[src/rtl/dacw_pkg.sv]
package dacw_pkg;
  localparam int FRAME_W = 32;
  localparam int VAL_W   = 12;
  localparam int MAX_VAL = (1 << VAL_W) - 1;

  typedef enum logic [3:0] {
    CMD_WRITE = 4'h3,
    CMD_PDOWN = 4'h4,
    CMD_NOP   = 4'hF
  } dac_cmd_e;

  typedef enum logic [2:0] {
    ST_IDLE,
    ST_CS_DROP,
    ST_CLK_DROP,
    ST_SETUP,
    ST_HIGH,
    ST_LOW,
    ST_TAIL,
    ST_CS_RISE
  } ser_state_e;

  function automatic logic [FRAME_W-1:0] make_frame(dac_cmd_e cmd, logic [3:0] ch,
                                                    logic [VAL_W-1:0] val);
    return {cmd, 8'h00, ch, val, 4'h0};
  endfunction
endpackage

[src/rtl/dacw_chain_builder.sv]
module dacw_chain_builder
  import dacw_pkg::*;
#(
  parameter int NUM_CHIPS   = 3,
  parameter int CH_PER_CHIP = 8,
  localparam int IDX_W      = $clog2(NUM_CHIPS * CH_PER_CHIP),
  localparam int CHAIN_W    = NUM_CHIPS * FRAME_W
) (
  input  logic [IDX_W-1:0]   idx,
  input  logic [VAL_W-1:0]   val,
  input  logic               pdown,
  output logic [CHAIN_W-1:0] chain
);
  logic [IDX_W-1:0]   chip_sel;
  logic [IDX_W-1:0]   chain_pos;
  logic [3:0]         chan;
  logic [FRAME_W-1:0] target;

  // chips further down the chain are reached first, so position counts backwards
  assign chip_sel  = idx / IDX_W'(CH_PER_CHIP);
  assign chain_pos = IDX_W'(NUM_CHIPS - 1) - chip_sel;
  assign chan      = 4'(idx % IDX_W'(CH_PER_CHIP));
  assign target    = pdown ? make_frame(CMD_PDOWN, chan, '0)
                           : make_frame(CMD_WRITE, chan, val);

  for (genvar j = 0; j < NUM_CHIPS; j++) begin : g_slot
    assign chain[CHAIN_W-1-FRAME_W*j -: FRAME_W] =
      (chain_pos == IDX_W'(j)) ? target : make_frame(CMD_NOP, 4'h0, '0);
  end
endmodule

[src/rtl/dacw_phase_timer.sv]
module dacw_phase_timer #(
  parameter int DIV_W = 8
) (
  input  logic             clk,
  input  logic             rst,
  input  logic             run,
  input  logic [DIV_W-1:0] limit,
  output logic             phase_end
);
  logic [DIV_W-1:0] cnt;
  logic [DIV_W-1:0] lim_eff;

  assign lim_eff   = (limit == '0) ? DIV_W'(1) : limit;
  assign phase_end = run && (cnt == lim_eff - DIV_W'(1));

  always_ff @(posedge clk) begin
    if (rst || !run || phase_end) cnt <= '0;
    else                          cnt <= cnt + DIV_W'(1);
  end

  p_phase_bound_r5: assert property (@(posedge clk) disable iff (rst)
    run |-> (cnt < lim_eff));
endmodule

[src/rtl/dacw_serializer.sv]
module dacw_serializer
  import dacw_pkg::*;
#(
  parameter int CHAIN_W = 96,
  localparam int CNT_W  = $clog2(CHAIN_W)
) (
  input  logic               clk,
  input  logic               rst,
  input  logic               start,
  input  logic [CHAIN_W-1:0] chain,
  input  logic               phase_end,
  output logic               busy,
  output logic               sdi,
  output logic               sclk,
  output logic               cs_n,
  output logic               finished
);
  ser_state_e         st;
  logic [CHAIN_W-1:0] shreg;
  logic [CNT_W-1:0]   bit_cnt;

  assign busy = (st != ST_IDLE);

  always_ff @(posedge clk) begin
    if (rst) begin
      st       <= ST_IDLE;
      shreg    <= '0;
      bit_cnt  <= '0;
      sdi      <= 1'b1;
      sclk     <= 1'b1;
      cs_n     <= 1'b1;
      finished <= 1'b0;
    end else begin
      finished <= 1'b0;
      case (st)
        ST_IDLE: if (start) begin
          shreg   <= chain;
          bit_cnt <= '0;
          cs_n    <= 1'b0;
          st      <= ST_CS_DROP;
        end
        ST_CS_DROP: if (phase_end) begin
          sclk <= 1'b0;
          st   <= ST_CLK_DROP;
        end
        ST_CLK_DROP: if (phase_end) begin
          sdi <= shreg[CHAIN_W-1];
          st  <= ST_SETUP;
        end
        ST_SETUP: if (phase_end) begin
          sclk <= 1'b1;
          st   <= ST_HIGH;
        end
        ST_HIGH: if (phase_end) begin
          sclk <= 1'b0;
          st   <= ST_LOW;
        end
        ST_LOW: if (phase_end) begin
          if (bit_cnt == CNT_W'(CHAIN_W - 1)) begin
            st <= ST_TAIL;
          end else begin
            shreg   <= shreg << 1;
            sdi     <= shreg[CHAIN_W-2];
            bit_cnt <= bit_cnt + CNT_W'(1);
            st      <= ST_SETUP;
          end
        end
        ST_TAIL: if (phase_end) begin
          cs_n <= 1'b1;
          st   <= ST_CS_RISE;
        end
        ST_CS_RISE: if (phase_end) begin
          sdi      <= 1'b1;
          sclk     <= 1'b1;
          finished <= 1'b1;
          st       <= ST_IDLE;
        end
        default: st <= ST_IDLE;
      endcase
    end
  end

  p_idle_high_r1: assert property (@(posedge clk) disable iff (rst)
    (st == ST_IDLE) |-> (cs_n && sclk && sdi));
  p_data_hold_r5: assert property (@(posedge clk) disable iff (rst)
    (!cs_n && sclk) |-> $stable(sdi));
  p_cs_fall_r6: assert property (@(posedge clk) disable iff (rst)
    $fell(cs_n) |-> (sclk && sdi));
  p_cs_rise_r6: assert property (@(posedge clk) disable iff (rst)
    $rose(cs_n) |-> !sclk);
  p_bit_count_r4: assert property (@(posedge clk) disable iff (rst)
    (st == ST_TAIL) |-> (bit_cnt == CNT_W'(CHAIN_W - 1)));
endmodule

[src/rtl/dacw_readback.sv]
module dacw_readback #(
  parameter int DEPTH  = 24,
  parameter int ADDR_W = 5,
  parameter int DATA_W = 13
) (
  input  logic              clk,
  input  logic              rst,
  input  logic              we,
  input  logic [ADDR_W-1:0] waddr,
  input  logic [DATA_W-1:0] wdata,
  input  logic [ADDR_W-1:0] raddr,
  output logic [DATA_W-1:0] rdata
);
  logic [DATA_W-1:0] mem [DEPTH];
  logic [DEPTH-1:0]  vld;
  logic [DATA_W-1:0] rd_q;
  logic              rd_ok_q;

  // storage array without reset so it maps to block RAM
  always_ff @(posedge clk) begin
    if (we) mem[waddr] <= wdata;
    rd_q <= mem[raddr];
  end

  always_ff @(posedge clk) begin
    if (rst) begin
      vld     <= '0;
      rd_ok_q <= 1'b0;
    end else begin
      if (we) vld[waddr] <= 1'b1;
      rd_ok_q <= (raddr < ADDR_W'(DEPTH)) && vld[raddr];
    end
  end

  assign rdata = rd_ok_q ? rd_q : '0;

  p_write_range_r8: assert property (@(posedge clk) disable iff (rst)
    we |-> (waddr < ADDR_W'(DEPTH)));
endmodule

[src/rtl/dac_chain_loader.sv]
module dac_chain_loader
  import dacw_pkg::*;
#(
  parameter int NUM_CHIPS   = 3,
  parameter int CH_PER_CHIP = 8,
  parameter int DIV_W       = 8,
  parameter int REQ_VAL_W   = 16,
  localparam int NUM_IDX    = NUM_CHIPS * CH_PER_CHIP,
  localparam int IDX_W      = $clog2(NUM_IDX),
  localparam int CHAIN_W    = NUM_CHIPS * FRAME_W
) (
  input  logic                 clk,
  input  logic                 rst,
  input  logic                 req_valid,
  input  logic                 req_pdown,
  input  logic [IDX_W-1:0]     req_index,
  input  logic [REQ_VAL_W-1:0] req_value,
  input  logic [DIV_W-1:0]     phase_div,
  input  logic [IDX_W-1:0]     rd_index,
  output logic [VAL_W:0]       rd_data,
  output logic                 busy,
  output logic                 done,
  output logic                 reject,
  output logic                 dac_sdi,
  output logic                 dac_sclk,
  output logic                 dac_cs_n
);
  logic               legal, accept;
  logic [IDX_W-1:0]   idx_q;
  logic [VAL_W-1:0]   val_q;
  logic               pd_q;
  logic [DIV_W-1:0]   div_q;
  logic [CHAIN_W-1:0] chain;
  logic               phase_end;
  logic [VAL_W:0]     wdata;

  assign legal  = (req_index < IDX_W'(NUM_IDX)) &&
                  (req_pdown || (req_value <= REQ_VAL_W'(MAX_VAL)));
  assign accept = req_valid && !busy && legal;

  always_ff @(posedge clk) begin
    if (rst) begin
      idx_q  <= '0;
      val_q  <= '0;
      pd_q   <= 1'b0;
      div_q  <= DIV_W'(1);
      reject <= 1'b0;
    end else begin
      reject <= req_valid && !busy && !legal;
      if (accept) begin
        idx_q <= req_index;
        val_q <= req_pdown ? '0 : req_value[VAL_W-1:0];
        pd_q  <= req_pdown;
        div_q <= phase_div;
      end
    end
  end

  dacw_chain_builder #(
    .NUM_CHIPS   (NUM_CHIPS),
    .CH_PER_CHIP (CH_PER_CHIP)
  ) i_builder (
    .idx   (req_index),
    .val   (req_value[VAL_W-1:0]),
    .pdown (req_pdown),
    .chain (chain)
  );

  dacw_phase_timer #(.DIV_W(DIV_W)) i_timer (
    .clk       (clk),
    .rst       (rst),
    .run       (busy),
    .limit     (div_q),
    .phase_end (phase_end)
  );

  dacw_serializer #(.CHAIN_W(CHAIN_W)) i_ser (
    .clk       (clk),
    .rst       (rst),
    .start     (accept),
    .chain     (chain),
    .phase_end (phase_end),
    .busy      (busy),
    .sdi       (dac_sdi),
    .sclk      (dac_sclk),
    .cs_n      (dac_cs_n),
    .finished  (done)
  );

  assign wdata = {pd_q, val_q};

  dacw_readback #(
    .DEPTH  (NUM_IDX),
    .ADDR_W (IDX_W),
    .DATA_W (VAL_W + 1)
  ) i_rb (
    .clk   (clk),
    .rst   (rst),
    .we    (done),
    .waddr (idx_q),
    .wdata (wdata),
    .raddr (rd_index),
    .rdata (rd_data)
  );

  p_no_clash_r7: assert property (@(posedge clk) disable iff (rst)
    !(done && reject));
  p_reject_idle_r7: assert property (@(posedge clk) disable iff (rst)
    reject |-> (!busy && dac_cs_n));
  p_done_pulse_r11: assert property (@(posedge clk) disable iff (rst)
    done |=> !done);
  p_ignore_busy_r10: assert property (@(posedge clk) disable iff (rst)
    (busy && req_valid) |=> !reject);
endmodule

[config.mk]
export PLATFORM = sky130hd
export DESIGN_NAME = dac_chain_loader
export DESIGN_NICKNAME = d
export VERILOG_FILES = /design/src/rtl/dacw_pkg.sv /design/src/rtl/dacw_chain_builder.sv /design/src/rtl/dacw_phase_timer.sv /design/src/rtl/dacw_serializer.sv /design/src/rtl/dacw_readback.sv /design/src/rtl/dac_chain_loader.sv
export SDC_FILE = /design/constraint.sdc
export NUM_CORES = 1
export LEC_CHECK = 0
export ABC_AREA = 1
export BUFFER_PORTS_ARGS = -buffer_cell sky130_fd_sc_hd__buf_2
export CAP_MARGIN = 5
export CORE_ASPECT_RATIO = 1.75
export CORE_UTILIZATION = 55
export CTS_CLUSTER_SIZE = 10
export DETAILED_ROUTE_END_ITERATION = 10
export PLACE_DENSITY = 0.76
export SLEW_MARGIN = 15
export SYNTH_ARGS = -nofsm -noshare
export SYNTH_HDL_FRONTEND = slang
export SYNTH_SLANG_ARGS = --single-unit
[constraint.sdc]
create_clock -name clk -period 2.8 [get_ports clk]
set_clock_uncertainty 0.1 [all_clocks]
set_input_delay 0.14 -clock clk [delete_from_list [all_inputs] [get_ports clk]]
set_output_delay 0.14 -clock clk [all_outputs]
set_load 0.03 [all_outputs]
==> metrics.md, run 1 <==
| Metric | Value |
|---|---|
| Vias in the first global route | `15,200` |
| Crit path time final | `2620 ps` |
| Class of the worst hold path | `in2reg` |
| IO Pins | `57` |
| Peak Freq | `382 MHz` |
| WP data arrival | `3030 ps` |
| Skew-Pair Late Insertion Delay | `580 ps` |
| Critical Path Source Type | `register` |
| CTS root buf | `clkbuf_16` |
| Die H | `256 um` |
| Area of the mapped netlist | `20,200 um^2` |
| YS warnings | `0` |
| Async S/R FF share, synth | `0%` |
| Area grow syn2layout | `14.8%` |
| Fin. max-slew vios | `0` |
| Nets | `2,153` |
| Critical-path maximum fanout | `21` |
| CTS clk-pin slew, worst paths | `60 ps` |
| DIE WIDTH | `147 um` |
| Die ar. | `37,500 um^2` |
| WS Path Type | `reg2reg` |
| Final ANT Viol Nets | `0` |
| Synth Area in Adders | `0.433%` |
| Failing checks | `hold timing` |
| Status | `complete, but fails checks` |
| Via-to-Cell Ratio | `5.90` |
| Final worst-path cycle share | `93.6%` |
| Commonest register cell after synthesis | `edfxtp_1` |
| H-tree depth | `2` |
| Initial Utilization | `55.9%` |
| Row cnt | `92` |
| CP required | `3210 ps` |
| Largest net degree at the start of global routing | `118` |
| Diodes inserted | `0` |
| Dpl hpwl | `30,200 um` |
| Most common cell after layout, fill and taps aside | `nor2_1` |
| Gr usage total | `26.7%` |
| Clock buffer depth | `3` |
| Synth area leaders | `edfxtp_1, dfxtp_1, nor2_1, o21ai_0, nand2_1` |
| Post-synth EDFFs | `312` |
| Number of port buffers | `56` |
| Final setup fails | `0` |
| Distinct cells, synth | `44` |
| Avg WL per Cell | `19.5 um` |
| Final setup TNS | `0 ps` |
| Initial drt markers | `1,094` |
| Most frequent cells in the layout | `nor2_1, edfxtp_1, o21ai_0` |
| Worst vdd rail ir drop | `0.000622 V` |
| CTS buffer count | `55` |
| Leak Pwr | `8.43 nW` |
| Number of cells on the worst hold path | `6` |
| Share of the synthesized area in the top cell type | `46.4%` |
| Simple-gate share of the synthesized area | `16.8%` |
| Via count | `15,400` |
| Synth Area in XOR/XNOR | `0.477%` |
| WL final | `51,000 um` |
| Reg2reg path depth | `22` |
| Hold slack | `-18.8 ps` |
| Compound-cell area share of the yosys netlist | `12.9%` |
| Largest family of logic cells by synthesized area | `simple AND/OR/NAND/NOR gates` |
| Initial antenna violation count | `0` |
| Max_slew headroom | `30.0%` |
| Initial DRT Pass Iterations | `5` |
| Placer Congestion | `0.872` |
| Pwr Density | `723 nW/um^2` |
| Synth area leader | `edfxtp_1` |
| Final worst slack | `180 ps` |
| Worst-Margin Slew | `1050 ps` |
| #FFs+latches synth | `491` |
| Core area | `36,100 um^2` |
| GRT overflow | `0` |
| Util after Layout | `64.2%` |
| Synthesized instance count | `2,024` |
| Syn_nets | `2,069` |
| Max cap viols | `0` |
| Hold Vio Cnt, Final | `1` |
| TritonCTS clock tree | `yes` |
| CP Capture Type | `register` |
| Synthesized area per cell | `9.98 um^2` |
| Mux share of post-synthesis cell area | `0%` |
| Clock sink count | `491` |
| Remaining DRCs | `0` |
| Pre-CTS WS | `173 ps` |
| Post-synthesis sequential area ratio | `64.1%` |
| Share of layout cells above drive strength 1 | `11.3%` |
| Tot Pwr | `16.8 mW` |
| First-pass GRT wire length | `78,500 um` |
-- cell type report --
type	instances	area, um^2
flip-flops and latches	491	13000
well taps	470	588
repair buffers	158	1380
clock buffers	90	1510
multi-input cells	1278	6240
fillers	2837	12900
clock inverters	4	61.3
inverters	124	468
-- cells in the mapped netlist, types with 2 or more instances --
master	number
nor3b_1	2
nand2_2	13
buf_6	6
clkbuf_1	82
edfxtp_1	312
a22oi_1	4
o21ai_1	6
xor2_1	7
inv_2	13
inv_1	110
o21ai_0	236
nor2_2	2
nand3b_1	13
ha_1	7
xnor2_1	4
nand2_1	236
nor4_1	2
nand3_2	2
dfxtp_1	179
buf_4	2
a21oi_1	71
nor2_1	406
o211ai_1	6
buf_1	9
buf_2	31
o22ai_1	38
nor2_4	4
nand4_1	4
a21oi_2	10
o221ai_1	67
nor3_1	13
nand3_1	115
-- stage by stage --
step | cells | cell area [um^2] | hold slack, ps
floorplan | 2024 | 20200 | 170
global placement | 2478 | 21100 | 293
detailed placement | 2478 | 21100 | 313
CTS | 2603 | 23000 | 22.1
global route | 2615 | 23200 | 8.45
finish | 2615 | 23200 | -18.8
-- path summary, 6_finish.rpt --
path	startpoint	end	slack [ps]
worst max register to register	div_q[5]$_SDFFE_PP0P_	i_ser.shreg[76]$_SDFFE_PP0P_	180
worst min register to register	i_ser.sdi$_SDFFE_PP1P_	i_ser.sdi$_SDFFE_PP1P_	360
worst max-delay path	div_q[5]$_SDFFE_PP0P_	i_ser.shreg[76]$_SDFFE_PP0P_	180
worst min-delay path	req_value[12]	i_ser.bit_cnt[5]$_SDFFE_PP0P_	-20
-- metal layers --
layer	GRT usage [%]	wire, um	vias up
met5	0	0	-
met4	16.3	2990	0
met3	3.07	3020	153
met2	47.6	26800	655
met1	30.3	18200	7433
li1	-	-	7180
-- timing repair --
| item | in CTS | in global routing |
|---|---|---|
| endpoints found under the hold margin | 64 | 0 |
| resized for setup | 0 | 14 |
| hold buffers | 31 | 0 |
| setup endpoints to repair | 0 | 42 |
| setup buffers | 0 | 6 |
-- worst max-delay path, stage by stage (launching register included) --
cell,delay [ps]
dfxtp_2,340
inv_2,70
nand2_2,60
nor2_4,120
nand2_4,80
nand2_4,60
inv_2,50
ha_4,160
inv_1,50
nand2_1,60
nand2_1,70
nand2_1,60
nand2_1,60
nand2_1,60
nor2_2,90
nand2_2,70
nor2_4,150
nand4_4,170
buf_4,210
clkbuf_16,190
nand3_1,80
nand2_1,70
nor2_1,110
-- state kept, by name (all words and copies together) (netlist names), 3 cells and up --
signal / cells
i_rb.mem: 312
i_ser.shreg: 92
i_rb.vld: 24
i_rb.rd_q: 13
val_q: 12
div_q: 8
i_timer.cnt: 8
i_ser.bit_cnt: 7
idx_q: 5
i_ser.st: 3
-- report_power, final --
group | total (mW) | leakage, nW | switching, mW | internal [mW]
clock | 6.35 | 0.747 | 2.69 | 3.65
sequential | 8.35 | 4.18 | 0.290 | 8.06
combinational | 2.09 | 3.51 | 1.37 | 0.712
total | 16.8 | 8.43 | 4.36 | 12.4
-- kinds of logic (layout without fill, tap and decap cells) --
family / count (synthesis) / count (layout)
flops: 491 / 491
compound gates: 445 / 445
fa+ha+maj: 7 / 7
xor+xnor: 11 / 11
buf+inv: 255 / 376
simple gates: 815 / 815
No activity file was read; power rests on OpenSTA's default activity.
==> run 2: changes to the inputs <==
- CELL_PAD_IN_SITES_DETAIL_PLACEMENT: default -> 1
- CELL_PAD_IN_SITES_GLOBAL_PLACEMENT: default -> 1
- CORE_UTILIZATION: 55 -> 49
- PLACE_DENSITY: 0.76 -> 0.83
- RECOVER_POWER: default -> 50
==> run 2 against run 1 <==
  * The run now ends clean
  * Fmax decreased by 3.9%
  * Global-route usage increased by 2.5 points
  * Setup slack got worse by 110 ps
  * Design area increased by 1.3%
  * Clock power increased by 3%
  * Sequential share of layout area decreased by 0.70 points
  * Critical path type unchanged
  * Critical path depth unchanged
  * Highest routed layer unchanged
  * First-iteration DRC count decreased by 1.5%
  * Final cell count increased by 3.7%
==> metrics.md, run 2 (same netlist as run 1, synthesis figures left out) <==
| Metric | Value |
|---|---|
| Hold Vio Cnt, Final | `0 (was 1)` |
| Top reg by flops | `i_rb.mem (unchanged)` |
| Number of port buffers | `56 (unchanged)` |
| Gr usage total | `29.2% (was 26.7%)` |
| Area grow syn2layout | `16.3% (was 14.8%)` |
| Vias in the first global route | `17,100 (was 15,200)` |
| Pre-CTS WS | `71.3 ps (was 173 ps)` |
| WS Path Type | `reg2reg (unchanged)` |
| Largest net degree at the start of global routing | `92 (was 118)` |
| Top Registers | `i_rb.mem (312), i_ser.shreg (92), i_rb.vld (24) (unchanged)` |
| Util after Layout | `57.7% (was 64.2%)` |
| Most common cell after layout, fill and taps aside | `nor2_1 (unchanged)` |
| # placed instances | `2,566 (was 2,478)` |
| Status | `finished, final reports clean (was complete, but fails checks)` |
| Fin. max-slew vios | `0 (unchanged)` |
| CP max stage delay | `340 ps (about the same)` |
| TritonCTS clock tree | `yes (unchanged)` |
| Avg WL per Cell | `23.9 um (was 19.5 um)` |
| CP most frequent cell | `nand2_1 (unchanged)` |
| Finished Layout Cells | `2,711 (was 2,615)` |
| Switch share | `27.5% (was 26.0%)` |
| Clock sink count | `491 (unchanged)` |
| Max cap viols | `0 (unchanged)` |
| First-pass GRT wire length | `94,100 um (was 78,500 um)` |
| Via-to-Cell Ratio | `5.94 (was 5.90)` |
| CP delay by family, top | `simple AND/OR/NAND/NOR gates (unchanged)` |
| Global routing's busiest layer | `met2 (unchanged)` |
| Net Switching | `4.74 mW (was 4.36 mW)` |
| Leak Pwr | `8.46 nW (was 8.43 nW)` |
| Initial antenna violation count | `0 (unchanged)` |
| Met3 usage | `3.65% (was 3.07%)` |
| Final worst-path cycle share | `97.4% (was 93.6%)` |
| CTS root buf | `clkbuf_16 (unchanged)` |
| Cell Int Power | `12.5 mW (was 12.4 mW)` |
| WL final | `64,700 um (was 51,000 um)` |
| CP required | `3210 ps (about the same)` |
| Max_slew headroom | `5.41% (was 30.0%)` |
| Share of layout cells above drive strength 1 | `12.1% (was 11.3%)` |
| Diodes inserted | `0 (unchanged)` |
| Fillers | `4,441 (was 2,837)` |
| Placer Congestion | `0.870 (was 0.872)` |
| Peak Freq | `367 MHz (was 382 MHz)` |
| Row cnt | `98 (was 92)` |
| Clock power share | `37.9% (was 37.8%)` |
| RSZ-0062 raised after global routing | `true` |
| GRT overflow | `0 (unchanged)` |
| Initial Utilization | `49.6% (was 55.9%)` |
| Via count | `16,100 (was 15,400)` |
| Class of the worst hold path | `in2reg (unchanged)` |
| Met1 Use GR | `30.8% (was 30.3%)` |
| Clock buffer depth | `3 (unchanged)` |
| Pwr Density | `732 nW/um^2 (was 723 nW/um^2)` |
| Worst vdd rail ir drop | `0.000584 V (was 0.000622 V)` |
| Final ANT Viol Nets | `0 (unchanged)` |
| IO Pins | `57 (unchanged)` |
| Worst-Margin Slew | `1420 ps (was 1050 ps)` |
| WP data arrival | `3140 ps (was 3030 ps)` |
| Number of flip-flops in the largest register | `312 (unchanged)` |
| Nets | `2,169 (was 2,153)` |
| CTS buffer count | `55 (unchanged)` |
| Dpl hpwl | `38,200 um (was 30,200 um)` |
| CP Capture Type | `register (unchanged)` |
| CP max stage cell | `dfxtp_2 (unchanged)` |
| Critical-path maximum fanout | `21 (unchanged)` |
| Critical path buffers and inverters | `5 (unchanged)` |
| Crit path time final | `2730 ps (was 2620 ps)` |
| Sequential Power Share | `48.5% (was 49.8%)` |
| Core area | `40,700 um^2 (was 36,100 um^2)` |
| Final worst slack | `73.1 ps (was 180 ps)` |
| Most frequent cells in the layout | `nor2_1, edfxtp_1, o21ai_0 (unchanged)` |
| CTS clk-pin slew, worst paths | `60 ps (about the same)` |
| Die ar. | `42,100 um^2 (was 37,500 um^2)` |
| Worst path cell trace | `inv_2 -> nand2_2 -> nor2_4 -> nand2_4 -> nand2_2 -> inv_2 -> ha_4 -> inv_1 -> nand2_1 -> nand2_1 -> nand2_1 -> nand2_1 -> nand2_1 -> nor2_2 -> nand2_2 -> nor2_4 -> nand4_4 -> buf_6 -> buf_16 -> nand3_1 -> nand2_1 -> nor2_1 (was inv_2 -> nand2_2 -> nor2_4 -> nand2_4 -> nand2_4 -> inv_2 -> ha_4 -> inv_1 -> nand2_1 -> nand2_1 -> nand2_1 -> nand2_1 -> nand2_1 -> nor2_2 -> nand2_2 -> nor2_4 -> nand4_4 -> buf_4 -> clkbuf_16 -> nand3_1 -> nand2_1 -> nor2_1)` |
| Met2 usage | `53.9% (was 47.6%)` |
| Die H | `271 um (was 256 um)` |
| Final setup fails | `0 (unchanged)` |
| Skew-Pair Late Insertion Delay | `600 ps (was 580 ps)` |
| Remaining DRCs | `0 (unchanged)` |
| H-tree depth | `2 (unchanged)` |
| Initial DRT Pass Iterations | `7 (was 5)` |
| Critical Path Source Type | `register (unchanged)` |
| Combinational Power Share | `13.6% (was 12.4%)` |
| DIE WIDTH | `156 um (was 147 um)` |
| Initial drt markers | `1,078 (was 1,094)` |
run 2: per-stage QoR:
| stage | instance area (um^2) | hold WS [ps] | setup TNS, ps | power [mW] |
|---|---|---|---|---|
| 2_1_floorplan | 20200 | 170 | 0 | 9.81 |
| 3_3_place_gp | 21200 | 290 | 0 | 10.4 |
| 3_5_place_dp | 21200 | 301 | 0 | 10.6 |
| 4_1_cts | 23100 | 25.6 | 0 | 17.0 |
| 5_1_grt | 23500 | 56.0 | -2170 | 17.7 |
| 6_report | 23500 | 43.9 | 0 | 17.2 |
run 2: final cells by class:
| class | instances | area, um^2 | area share, % |
|---|---|---|---|
| multi-input combinational | 1278 | 6300 | 26.8 |
| clock buffer | 90 | 1510 | 6.41 |
| clock inverter | 4 | 61.3 | 0.261 |
| timing repair buffer | 174 | 1520 | 6.48 |
| tap | 550 | 688 | 2.93 |
| sequential | 491 | 13000 | 55.1 |
| inverter | 124 | 470 | 2.00 |
run 2: repair_timing:
| item | CTS | global route |
|---|---|---|
| endpoints found under the hold margin | 63 | 0 |
| hold buffers | 31 | 0 |
| gates resized for setup | 0 | 36 |
| endpoints found under the setup margin | 0 | 102 |
| setup buffers | 0 | 7 |
run 2: power groups by stage:
| stage | Sequential (mW) | Clock, mW | Combinational, mW |
|---|---|---|---|
| after global routing | 8.37 | 6.83 | 2.54 |
| final | 8.34 | 6.53 | 2.35 |
| after CTS | 8.33 | 6.55 | 2.14 |
| after detailed placement | 8.48 | 0 | 2.08 |
| after floorplan | 8.39 | 0 | 1.42 |
| after global placement | 8.44 | 0 | 1.97 |
run 2: worst register-to-register path: stages, from the launching register on:
cell and delay (ps):
dfxtp_2 340, inv_2 80, nand2_2 90, nor2_4 100
nand2_4 70, nand2_2 80, inv_2 60, ha_4 170
inv_1 50, nand2_1 60, nand2_1 70, nand2_1 50
nand2_1 60, nand2_1 60, nor2_2 90, nand2_2 70
nor2_4 170, nand4_4 160, buf_6 170, buf_16 150
nand3_1 100, nand2_1 90, nor2_1 210
run 2: worst paths after layout:
kind                            depth (start not counted)  slack, ps                      endpoint                          from
worst max-delay path                                   22         70  i_ser.shreg[28]$_SDFFE_PP0P_         div_q[4]$_SDFFE_PP0P_
worst min-delay path                                    4         40   i_ser.shreg[9]$_SDFFE_PP0P_                           rst
worst max register to register                         22         70  i_ser.shreg[28]$_SDFFE_PP0P_         div_q[4]$_SDFFE_PP0P_
worst min register to register                          2        370  i_ser.shreg[52]$_SDFFE_PP0P_  i_ser.shreg[51]$_SDFFE_PP0P_
run 2: routing by layer:
| metal | part of all wire, % | up-vias |
|---|---|---|
| li1 | - | 7204 |
| met3 | 4.6 | 221 |
| met1 | 35 | 8090 |
| met2 | 54 | 579 |
| met4 | 7.1 | 0 |
| met5 | 0 | - |
==> run 3: changes to the inputs <==
- SETUP_SLACK_MARGIN: default -> 0.5
==> run 3 against run 2 <==
  * Non-clock buffer count grew 25
  * Sequential share of layout area shrank 1.2 points
  * Wire length grew 7.1%
  * First-iteration DRC count grew 22%
  * Critical endpoint is now i_ser.shreg[50]$_SDFFE_PP0P_
  * Flip-flop and latch count is the same
==> metrics.md, run 3 (same netlist as run 1, synthesis figures left out) <==
| Metric | Value |
|---|---|
| Status | `finished, final reports clean (unchanged)` |
| Met3 usage | `3.46% (was 3.65%)` |
| Largest net degree at the start of global routing | `129 (was 92)` |
| Pre-CTS WS | `25.2 ps (was 71.3 ps)` |
| Via-to-Cell Ratio | `6.15 (was 5.94)` |
| Met1 Use GR | `32.5% (was 30.8%)` |
| Remaining DRCs | `0 (unchanged)` |
| Final worst slack | `9.66 ps (was 73.1 ps)` |
| GRT overflow | `0 (unchanged)` |
| Pwr Density | `736 nW/um^2 (was 732 nW/um^2)` |
| Area of the multi-input gates | `6440 um^2 (was 6300 um^2)` |
| CTS clk-pin slew, worst paths | `60 ps (about the same)` |
| Finished Layout Cells | `2,736 (was 2,711)` |
| Dpl hpwl | `37,700 um (was 38,200 um)` |
| Fin. max-slew vios | `0 (unchanged)` |
| Core area | `40,700 um^2 (unchanged)` |
| RSZ-0062 raised after global routing | `true (unchanged)` |
| Die ar. | `42,100 um^2 (unchanged)` |
| Row cnt | `98 (unchanged)` |
| Worst vdd rail ir drop | `0.000597 V (was 0.000584 V)` |
| Max cap viols | `0 (unchanged)` |
| Most common cell after layout, fill and taps aside | `nor2_1 (unchanged)` |
| WL final | `69,300 um (was 64,700 um)` |
| Critical Path Source Type | `register (unchanged)` |
| Initial drt markers | `1,319 (was 1,078)` |
| Skew-Pair Late Insertion Delay | `590 ps (was 600 ps)` |
| Leak Pwr | `8.73 nW (was 8.46 nW)` |
| Crit path time final | `2790 ps (was 2730 ps)` |
| CP required | `3220 ps (was 3210 ps)` |
| Tot Pwr | `17.7 mW (was 17.2 mW)` |
| H-tree depth | `2 (unchanged)` |
| Placer Congestion | `0.842 (was 0.870)` |
| TritonCTS clock tree | `yes (unchanged)` |
| Number of port buffers | `56 (unchanged)` |
| Top reg by flops | `i_rb.mem (unchanged)` |
| Top Registers | `i_rb.mem (312), i_ser.shreg (92), i_rb.vld (24) (unchanged)` |
| Final ANT Viol Nets | `0 (unchanged)` |
| Max_slew headroom | `4.73% (was 5.41%)` |
| CP Capture Type | `register (unchanged)` |
| CP max stage cell | `dfxtp_2 (unchanged)` |
| Peak Freq | `358 MHz (was 367 MHz)` |
| Initial DRT Pass Iterations | `5 (was 7)` |
| Most frequent cells in the layout | `nor2_1, edfxtp_1, o21ai_0 (unchanged)` |
| First-pass GRT wire length | `97,000 um (was 94,100 um)` |
| Worst-Margin Slew | `1430 ps (was 1420 ps)` |
| CTS root buf | `clkbuf_16 (unchanged)` |
| # placed instances | `2,559 (was 2,566)` |
| Diodes inserted | `0 (unchanged)` |
| Final setup fails | `0 (unchanged)` |
| Gr usage total | `30.2% (was 29.2%)` |
| Fillers | `4,431 (was 4,441)` |
| CP max stage delay | `320 ps (was 340 ps)` |
| Initial antenna violation count | `0 (unchanged)` |
| Class of the worst hold path | `in2reg (unchanged)` |
| Area grow syn2layout | `19.1% (was 16.3%)` |
| Seq. cell area | `13,000 um^2 (about the same)` |
| Initial Utilization | `49.6% (unchanged)` |
| Clock buffer depth | `3 (unchanged)` |
| Nets | `2,194 (was 2,169)` |
| Share of layout cells above drive strength 1 | `13.5% (was 12.1%)` |
| Global routing's busiest layer | `met2 (unchanged)` |
| Met2 usage | `55.5% (was 53.9%)` |
| Final setup TNS | `0 ps (unchanged)` |
| IO Pins | `57 (unchanged)` |
| Avg WL per Cell | `25.3 um (was 23.9 um)` |
| Die H | `271 um (unchanged)` |
| Hold Vio Cnt, Final | `0 (unchanged)` |
| CTS buffer count | `55 (unchanged)` |
| DIE WIDTH | `156 um (unchanged)` |
| Critical-path maximum fanout | `8 (was 21)` |
| Worst path cell trace | `inv_2 -> nand2_4 -> nor2_4 -> nand2_4 -> nand2_4 -> inv_4 -> ha_4 -> nand2_1 -> nand3_1 -> nand2_1 -> inv_2 -> nor2_2 -> nand2_2 -> nor2_4 -> buf_4 -> nand4_4 -> buf_8 -> clkbuf_16 -> nand3b_1 -> nand2_1 -> nor2_1 (was inv_2 -> nand2_2 -> nor2_4 -> nand2_4 -> nand2_2 -> inv_2 -> ha_4 -> inv_1 -> nand2_1 -> nand2_1 -> nand2_1 -> nand2_1 -> nand2_1 -> nor2_2 -> nand2_2 -> nor2_4 -> nand4_4 -> buf_6 -> buf_16 -> nand3_1 -> nand2_1 -> nor2_1)` |
| Final worst-path cycle share | `99.7% (was 97.4%)` |
| Clock sink count | `491 (unchanged)` |
| WP data arrival | `3210 ps (was 3140 ps)` |
| WS Path Type | `reg2reg (unchanged)` |
| Via count | `16,800 (was 16,100)` |
| Number of flip-flops in the largest register | `312 (unchanged)` |
| Vias in the first global route | `17,100 (about the same)` |
[run 3: final cells by class]
| cell class | count | area share, % |
|---|---|---|
| inverter | 124 | 2.04 |
| clock inverter | 4 | 0.239 |
| multi-input combinational | 1278 | 26.8 |
| tap | 550 | 2.86 |
| sequential | 491 | 53.9 |
| clock buffer | 90 | 6.27 |
| timing repair buffer | 199 | 7.95 |
[run 3: per-stage QoR]
stage	cell area, um^2	hold slack (ps)	utilization [%]
after global placement	21200	285	52.1
after floorplan	20200	170	-
after detailed placement	21200	300	52.1
after global routing	24100	121	59.1
final	24100	111	59.1
after CTS	23500	39.7	57.8
[run 3: power by group]
part           leakage, nW  internal, mW  switching (mW)  total, mW
Sequential            4.18          8.06           0.337       8.40
Clock                0.748          3.66            2.94       6.60
Combinational         3.81         0.940            1.77       2.71
[run 3: metal layers]
layer	share of wire (%)	wire (um)
met5	0	0
met2	52	36100
met4	8.3	5730
met1	34	23900
met3	5.2	3610
[run 3: worst paths after layout]
| check | from | slack (ps) | end | cells after the start |
|---|---|---|---|---|
| max reg2reg | div_q[5]$_SDFFE_PP0P_ | 10 | i_ser.shreg[50]$_SDFFE_PP0P_ | 21 |
| max | div_q[5]$_SDFFE_PP0P_ | 10 | i_ser.shreg[50]$_SDFFE_PP0P_ | 21 |
| min | req_value[6] | 110 | i_ser.shreg[10]$_SDFFE_PP0P_ | 7 |
| min reg2reg | i_ser.sdi$_SDFFE_PP1P_ | 360 | i_ser.sdi$_SDFFE_PP1P_ | 2 |
[run 3: timing repair]
item,in CTS,in global routing
cloned,5,12
endpoints found under the hold margin,65,0
setup endpoints to repair,137,138
pin swaps,18,19
hold buffers,30,0
buffers inserted,23,13
gates resized for setup,46,63
[run 3: worst max-delay path, delay by kind of cell, from the launching register on]
| family | cells | cell delay [ps] |
|---|---|---|
| and+or+nand+nor | 14 | 1430 |
| DFF | 1 | 320 |
| buffers and inverters | 6 | 690 |
| adders and majority gates | 1 | 170 |
